--- src/rtl/chd_pkg.sv ---
package chd_pkg;

    typedef enum logic [2:0] {
        ST_IDLE,
        ST_DISPATCH,
        ST_FILL,
        ST_MOVE,
        ST_TAIL,
        ST_FETCH,
        ST_FINISH
    } chd_state_t;

    typedef enum logic [3:0] {
        OP_PUT,
        OP_WIPE,
        OP_BLANKFILL,
        OP_ROT_L,
        OP_ROT_R,
        OP_SHF_L,
        OP_SHF_R,
        OP_CUR_UP,
        OP_CUR_DN,
        OP_READ,
        OP_LEN,
        OP_STAT,
        OP_WHERE,
        OP_SEEK,
        OP_SETSTAT,
        OP_NOP
    } chd_op_t;

    function automatic chd_op_t chd_classify(input logic [7:0] op);
        chd_op_t c;
        c = OP_NOP;
        if (op[7:6] == 2'b00) begin
            c = OP_PUT;
        end else if (op[7:5] == 3'b100) begin
            c = OP_SEEK;
        end else if (op[7:5] == 3'b110) begin
            c = OP_SETSTAT;
        end else if (op[7:4] == 4'b1110) begin
            unique case (op[3:0])
                4'h0:    c = OP_WIPE;
                4'h1:    c = OP_BLANKFILL;
                4'h2:    c = OP_ROT_L;
                4'h3:    c = OP_ROT_R;
                4'h4:    c = OP_SHF_L;
                4'h5:    c = OP_SHF_R;
                4'h6:    c = OP_CUR_UP;
                4'h7:    c = OP_CUR_DN;
                4'hA:    c = OP_READ;
                4'hB:    c = OP_LEN;
                4'hD:    c = OP_STAT;
                4'hF:    c = OP_WHERE;
                default: c = OP_NOP;
            endcase
        end
        return c;
    endfunction

endpackage

--- src/rtl/chd_decode.sv ---
module chd_decode
    import chd_pkg::*;
(
    input  logic [7:0] op,
    output chd_op_t    cls
);
    always_comb begin
        cls = chd_classify(op);
    end
endmodule

--- src/rtl/chd_cursor.sv ---
module chd_cursor #(
    parameter int DEPTH = 32,
    localparam int AW = $clog2(DEPTH)
) (
    input  logic          clk,
    input  logic          rst_n,
    input  logic          load,
    input  logic [AW-1:0] load_val,
    input  logic          step,
    input  logic          up,
    output logic [AW-1:0] cur
);
    localparam logic [AW-1:0] TOP = AW'(DEPTH - 1);

    always_ff @(posedge clk or negedge rst_n) begin
        if (!rst_n) begin
            cur <= '0;
        end else if (load) begin
            cur <= load_val;
        end else if (step) begin
            if (up) begin
                cur <= (cur == TOP) ? '0 : cur + AW'(1);
            end else begin
                cur <= (cur == '0) ? TOP : cur - AW'(1);
            end
        end
    end
endmodule

--- src/rtl/chd_charmem.sv ---
module chd_charmem #(
    parameter int DEPTH  = 32,
    parameter int CODE_W = 6,
    localparam int AW = $clog2(DEPTH)
) (
    input  logic              clk,
    input  logic              rst_n,
    input  logic              we,
    input  logic [AW-1:0]     waddr,
    input  logic [CODE_W-1:0] wdata,
    input  logic [AW-1:0]     raddr_a,
    output logic [CODE_W-1:0] rdata_a,
    input  logic [AW-1:0]     raddr_b,
    output logic [CODE_W-1:0] rdata_b
);
    logic [CODE_W-1:0] words [DEPTH];

    always_ff @(posedge clk or negedge rst_n) begin
        if (!rst_n) begin
            for (int i = 0; i < DEPTH; i++) begin
                words[i] <= '0;
            end
        end else if (we) begin
            words[waddr] <= wdata;
        end
    end

    always_comb begin
        rdata_a = words[raddr_a];
        rdata_b = words[raddr_b];
    end
endmodule

--- src/rtl/chd_cmd_engine.sv ---
module chd_cmd_engine
    import chd_pkg::*;
#(
    parameter int              DEPTH      = 32,
    parameter int              CODE_W     = 6,
    parameter logic [CODE_W-1:0] BLANK_CODE = 6'h20
) (
    input  logic       clk,
    input  logic       rst_n,
    input  logic       cmd_valid,
    input  logic [7:0] cmd_byte,
    output logic       busy,
    output logic       done,
    output logic [7:0] result
);
    localparam int AW = $clog2(DEPTH);
    localparam logic [AW-1:0] LAST_IDX = AW'(DEPTH - 1);
    localparam logic [AW-1:0] PENULT   = AW'(DEPTH - 2);
    localparam int ST_W = 5;

    chd_state_t state_q, state_d;
    logic [7:0]        op_q;
    chd_op_t           cls;
    logic [AW-1:0]     idx_q;
    logic [CODE_W-1:0] tmp_q;
    logic [ST_W-1:0]   status_q;
    logic [7:0]        result_q;

    logic              mem_we;
    logic [AW-1:0]     mem_waddr;
    logic [CODE_W-1:0] mem_wdata;
    logic [AW-1:0]     rd_b_addr;
    logic [CODE_W-1:0] rd_a_data, rd_b_data;
    logic              cur_load, cur_step, cur_up;
    logic [AW-1:0]     cur_q;
    logic              go_left, is_rot;

    chd_decode u_dec (.op(op_q), .cls(cls));

    chd_cursor #(.DEPTH(DEPTH)) u_cur (
        .clk(clk), .rst_n(rst_n),
        .load(cur_load), .load_val(op_q[AW-1:0]),
        .step(cur_step), .up(cur_up),
        .cur(cur_q)
    );

    chd_charmem #(.DEPTH(DEPTH), .CODE_W(CODE_W)) u_mem (
        .clk(clk), .rst_n(rst_n),
        .we(mem_we), .waddr(mem_waddr), .wdata(mem_wdata),
        .raddr_a(cur_q), .rdata_a(rd_a_data),
        .raddr_b(rd_b_addr), .rdata_b(rd_b_data)
    );

    assign go_left = (cls == OP_ROT_L) || (cls == OP_SHF_L);
    assign is_rot  = (cls == OP_ROT_L) || (cls == OP_ROT_R);

    // State register
    always_ff @(posedge clk or negedge rst_n) begin
        if (!rst_n) begin
            state_q <= ST_IDLE;
        end else begin
            state_q <= state_d;
        end
    end

    // Next state and per-state control outputs
    always_comb begin
        state_d   = state_q;
        mem_we    = 1'b0;
        mem_waddr = idx_q;
        mem_wdata = '0;
        rd_b_addr = idx_q;
        cur_load  = 1'b0;
        cur_step  = 1'b0;
        cur_up    = status_q[0];
        unique case (state_q)
            ST_IDLE: begin
                if (cmd_valid) state_d = ST_DISPATCH;
            end
            ST_DISPATCH: begin
                unique case (cls)
                    OP_PUT: begin
                        mem_we    = 1'b1;
                        mem_waddr = cur_q;
                        mem_wdata = op_q[CODE_W-1:0];
                        cur_step  = status_q[1];
                        state_d   = ST_FINISH;
                    end
                    OP_WIPE, OP_BLANKFILL: state_d = ST_FILL;
                    OP_ROT_L, OP_SHF_L: begin
                        rd_b_addr = '0;
                        state_d   = ST_MOVE;
                    end
                    OP_ROT_R, OP_SHF_R: begin
                        rd_b_addr = LAST_IDX;
                        state_d   = ST_MOVE;
                    end
                    OP_CUR_UP: begin
                        cur_step = 1'b1;
                        cur_up   = 1'b1;
                        state_d  = ST_FETCH;
                    end
                    OP_CUR_DN: begin
                        cur_step = 1'b1;
                        cur_up   = 1'b0;
                        state_d  = ST_FETCH;
                    end
                    OP_READ: begin
                        cur_step = status_q[1];
                        state_d  = ST_FETCH;
                    end
                    OP_SEEK: begin
                        cur_load = 1'b1;
                        state_d  = ST_FETCH;
                    end
                    default: state_d = ST_FINISH;
                endcase
            end
            ST_FILL: begin
                mem_we    = 1'b1;
                mem_wdata = (cls == OP_WIPE) ? '0 : BLANK_CODE;
                if (idx_q == LAST_IDX) state_d = ST_FINISH;
            end
            ST_MOVE: begin
                mem_we    = 1'b1;
                rd_b_addr = go_left ? idx_q + AW'(1) : idx_q - AW'(1);
                mem_wdata = rd_b_data;
                if ((go_left && idx_q == PENULT) || (!go_left && idx_q == AW'(1)))
                    state_d = ST_TAIL;
            end
            ST_TAIL: begin
                mem_we    = 1'b1;
                mem_waddr = go_left ? LAST_IDX : '0;
                mem_wdata = is_rot ? tmp_q : BLANK_CODE;
                state_d   = ST_FINISH;
            end
            ST_FETCH:  state_d = ST_FINISH;
            ST_FINISH: state_d = ST_IDLE;
            default:   state_d = ST_IDLE;
        endcase
    end

    // Datapath registers
    always_ff @(posedge clk or negedge rst_n) begin
        if (!rst_n) begin
            op_q     <= '0;
            idx_q    <= '0;
            tmp_q    <= '0;
            status_q <= '0;
            result_q <= '0;
        end else begin
            unique case (state_q)
                ST_IDLE: begin
                    if (cmd_valid) op_q <= cmd_byte;
                end
                ST_DISPATCH: begin
                    idx_q <= (cls == OP_ROT_R || cls == OP_SHF_R) ? LAST_IDX : '0;
                    tmp_q <= rd_b_data;
                    unique case (cls)
                        OP_SETSTAT: status_q <= op_q[ST_W-1:0];
                        OP_LEN:     result_q <= 8'(LAST_IDX);
                        OP_STAT:    result_q <= 8'(status_q);
                        OP_WHERE:   result_q <= 8'(cur_q);
                        default:    ;
                    endcase
                end
                ST_FILL:  idx_q <= idx_q + AW'(1);
                ST_MOVE:  idx_q <= go_left ? idx_q + AW'(1) : idx_q - AW'(1);
                ST_FETCH: result_q <= 8'(rd_a_data);
                default:  ;
            endcase
        end
    end

    assign busy   = (state_q != ST_IDLE);
    assign done   = (state_q == ST_FINISH);
    assign result = result_q;

endmodule

--- config.mk ---
export PLATFORM = sky130hd
export DESIGN_NAME = chd_cmd_engine
export DESIGN_NICKNAME = d
export VERILOG_FILES = /design/src/rtl/chd_pkg.sv /design/src/rtl/chd_decode.sv /design/src/rtl/chd_cursor.sv /design/src/rtl/chd_charmem.sv /design/src/rtl/chd_cmd_engine.sv
export SDC_FILE = /design/constraint.sdc
export NUM_CORES = 1
export LEC_CHECK = 0
export BUFFER_PORTS_ARGS = -buffer_cell sky130_fd_sc_hd__buf_4
export CORE_MARGIN = 1.5
export CORE_UTILIZATION = 55
export CTS_CLUSTER_SIZE = 25
export DETAILED_ROUTE_END_ITERATION = 8
export GPL_TIMING_DRIVEN = 0
export HOLD_SLACK_MARGIN = 0.02
export PLACE_DENSITY = 0.82
export SLEW_MARGIN = 20
export SYNTH_ARGS = -nofsm -noshare
export SYNTH_HDL_FRONTEND = slang
export SYNTH_SLANG_ARGS = --single-unit
--- constraint.sdc ---
create_clock -name clk -period 3.8 [get_ports clk]
set_clock_uncertainty 0.05 [all_clocks]
set_input_delay 0.19 -clock clk [delete_from_list [all_inputs] [get_ports clk]]
set_output_delay 0.19 -clock clk [all_outputs]
set_load 0.02 [all_outputs]
==> impl_metrics.env <==
export IMPL_grt_max_degree=100
export IMPL_dp_cells=1790
export IMPL_outcome="finished with violations"
export IMPL_synth_top_cells_by_area="dfrtp_1, mux2i_1, mux4_2, a31oi_1, nor2_1"
export IMPL_first_iter_violations=2925
export IMPL_path_class="flip-flop to flip-flop"
export IMPL_area_delta_synth_final_pct=31.5
export IMPL_final_cell_mix="dfrtp_1, nor2_1, nand2_1, mux2i_1, a31oi_1"
export IMPL_n_fill_cell=1438
export IMPL_fp_dieW_microns=165
export IMPL_seqCellArea_sq_um=5760
export IMPL_avgRoutedWirePerCell_microns=31.6
export IMPL_layout_drive_gt1_share_pct=34.5
export IMPL_ios=21
export IMPL_setup_viol=202
export IMPL_drc=0
export IMPL_syn_area_sq_um=14500
export IMPL_post_route_period_util_pct=117
export IMPL_ys_ff_latch=230
export IMPL_slew_headroom_pct=13.6
export IMPL_ctsHtreeMaxLevel=1
export IMPL_drv_cap=0
export IMPL_numClockSinks=230
export IMPL_grt_usage_pct=37.3
export IMPL_setup_tns_ps=-73020
export IMPL_rr_startpoint="op_q[0]$_DFFE_PN0P_"
export IMPL_ant_nets=0
export IMPL_grt_antenna_before_repair=4
export IMPL_tightestPinTransition_ps=1300
export IMPL_grt_pass1_vias=12973
export IMPL_dp_hpwl_microns=32100
export IMPL_reg2reg_to="u_mem.words[20]$_DFFE_PN0P_"
export IMPL_worst_endpoint_arrival_ps=4740
export IMPL_fin_nets=1599
export IMPL_path_max_fanout=7
export IMPL_grt_overflow_total=0
export IMPL_clk_pin_slew_ps=60
export IMPL_via_count=15009
export IMPL_clockBufferDepth=3
export IMPL_crit_start="op_q[0]$_DFFE_PN0P_"
export IMPL_crit_end="u_mem.words[20]$_DFFE_PN0P_"
export IMPL_period_needed_ps=4430
export IMPL_cp_required_ps=4100
export IMPL_yosysTopAreaCell="dfrtp_1"
export IMPL_dieArea_sq_um=27300
export IMPL_core_area_sq_um=25900
export IMPL_start_util_pct=55.8
export IMPL_violations="setup timing"
export IMPL_numCtsBuffers=26
export IMPL_yosysWarnings=0
export IMPL_layout_setup_ws_ps=-634
export IMPL_final_cell_count_no_fill=1928
export IMPL_rsz0062_at_grt="true"
export IMPL_clk_latency_ps=560
export IMPL_hold_viol_final=0
export IMPL_r2r_cells=16
export IMPL_grt_pass1_wl_microns=76300
export IMPL_synth_distinct_cells=83
export IMPL_cts_tree="built"
export IMPL_rrSetupSlack_ps=-630
export IMPL_ys_flop_type="dfrtp_1"
export IMPL_synth_edf_count=0
export IMPL_clockRootBuffer="clkbuf_16"
export IMPL_async_flop_share_pct=100
export IMPL_port_buffers=18
export IMPL_avgSynthCellArea_sq_um=10.1
export IMPL_hold_path_class="input port to flip-flop"
export IMPL_multi_input_comb_area_sq_um=9700
export IMPL_drtPass1Iterations=9
export IMPL_final_common_cell="dfrtp_1"
export IMPL_whs_ps=67.9
export IMPL_drt_total_wl_microns=60900
export IMPL_ys_seq_area_share_pct=39.8
export IMPL_via_per_inst=7.78
export IMPL_die_h_microns=165
export IMPL_gp_congestion=1.02
export IMPL_crit_path_start_kind="flip-flop"
export IMPL_yosysTopAreaCellShare_pct=39.8
export IMPL_synthCells=1432
export IMPL_placementRows=59
export IMPL_drv_slew=0
export IMPL_cp_end_kind="flip-flop"
export IMPL_fmax_ghz=0.226
-- per-stage QoR --
step	cell area (sq um)	setup slack (ps)	utilization, %
global placement	15000	-1140	58.0
CTS	17400	-67.4	67.0
finish	19000	-634	73.4
floorplan	14500	59.8	-
global route	19000	-751	73.4
detailed placement	15100	-1130	58.3
-- cells by family (layout without fill, tap and decap cells) --
group,Yosys count,in the layout,share of synthesized area [%]
fa+ha+maj,12,12,1.04
other cells,1,3,0.0259
xor+xnor,8,8,0.484
compound gates,378,378,19.4
simple gates,453,453,13.7
buf+inv,129,288,4.89
flops,230,230,39.8
mux,221,221,20.7
-- critical path, cell delays in order (launching register included) --
cell,delay (ps)
dfrtp_2,480
ha_4,200
buf_4,130
nor2b_2,340
a2111oi_4,80
o21a_2,270
o21ai_4,350
buf_8,200
buf_6,130
mux2i_1,200
nor2_1,100
a2111oi_4,600
a2111oi_4,150
o31ai_4,330
buf_6,240
clkbuf_16,180
a31oi_1,150
-- synthesized netlist by cell type (7+ instances only) --
master	count
nor2_1	211
nand3_1	11
a22oi_1	12
a2111oi_2	8
and3_1	12
nand2b_1	10
mux4_2	60
a21oi_1	43
mux2i_1	142
nor3_1	19
buf_4	15
inv_1	21
or3_1	7
buf_1	7
mux2_2	18
ha_1	12
nand2_1	148
o211ai_1	7
o31ai_1	31
o21ai_0	40
a31oi_1	130
buf_6	20
clkbuf_1	52
o31ai_2	30
dfrtp_1	230
o22ai_1	23
buf_2	13
-- what timing repair did --
item                                    CTS  global route
hold buffers                              9             0
resized for setup                       206           202
cloned                                    3            13
pin swaps                                29            18
hold endpoints to repair                124             0
buffers inserted                         56            21
endpoints found under the setup margin  202           204
-- final cells by class --
class	count	area share, %
repair buffers	123	7.29
plain buffers	99	4.53
clock inverters	6	0.303
multi-input cells	1074	51.0
flip-flops and latches	230	30.3
clock buffers	38	3.88
diodes	1	0.0132
inverters	22	0.448
well taps	335	2.20
-- layer usage --
| layer | GRT usage [%] | vias up | share of wire, % |
|---|---|---|---|
| li1 | - | 5677 | - |
| met1 | 47.6 | 7082 | 32 |
| met2 | 55.2 | 1653 | 42 |
| met3 | 11.8 | 595 | 16 |
| met4 | 23.2 | 2 | 9.8 |
| met5 | 0 | - | 0.021 |
-- flip-flops by register name, summed over array words and instances (netlist names) --
signal / cells
idx_q: 5
op_q: 8
result: 6
state_q: 3
status_q: 5
tmp_q: 6
u_cur.cur: 5
u_mem.words: 192
-- worst min path at each step --
| stage | start | end | slack [ps] | cells past startpoint |
|---|---|---|---|---|
| after global placement | cmd_byte[1] | op_q[1]$_DFFE_PN0P_ | 350 | 3 |
| after global routing | cmd_valid | op_q[2]$_DFFE_PN0P_ | 120 | 4 |
| after floorplan | rst_n | idx_q[0]$_DFFE_PN0P_ | -160 | 0 |
| after detailed placement | rst_n | u_mem.words[70]$_DFFE_PN0P_ | 100 | 1 |
| after CTS | cmd_valid | op_q[2]$_DFFE_PN0P_ | 80 | 4 |
| final | cmd_valid | op_q[2]$_DFFE_PN0P_ | 70 | 4 |
Power is left out: the tool's default activity adds up to more than one toggle a clock period on the data nets, which glitch-free logic cannot reach.
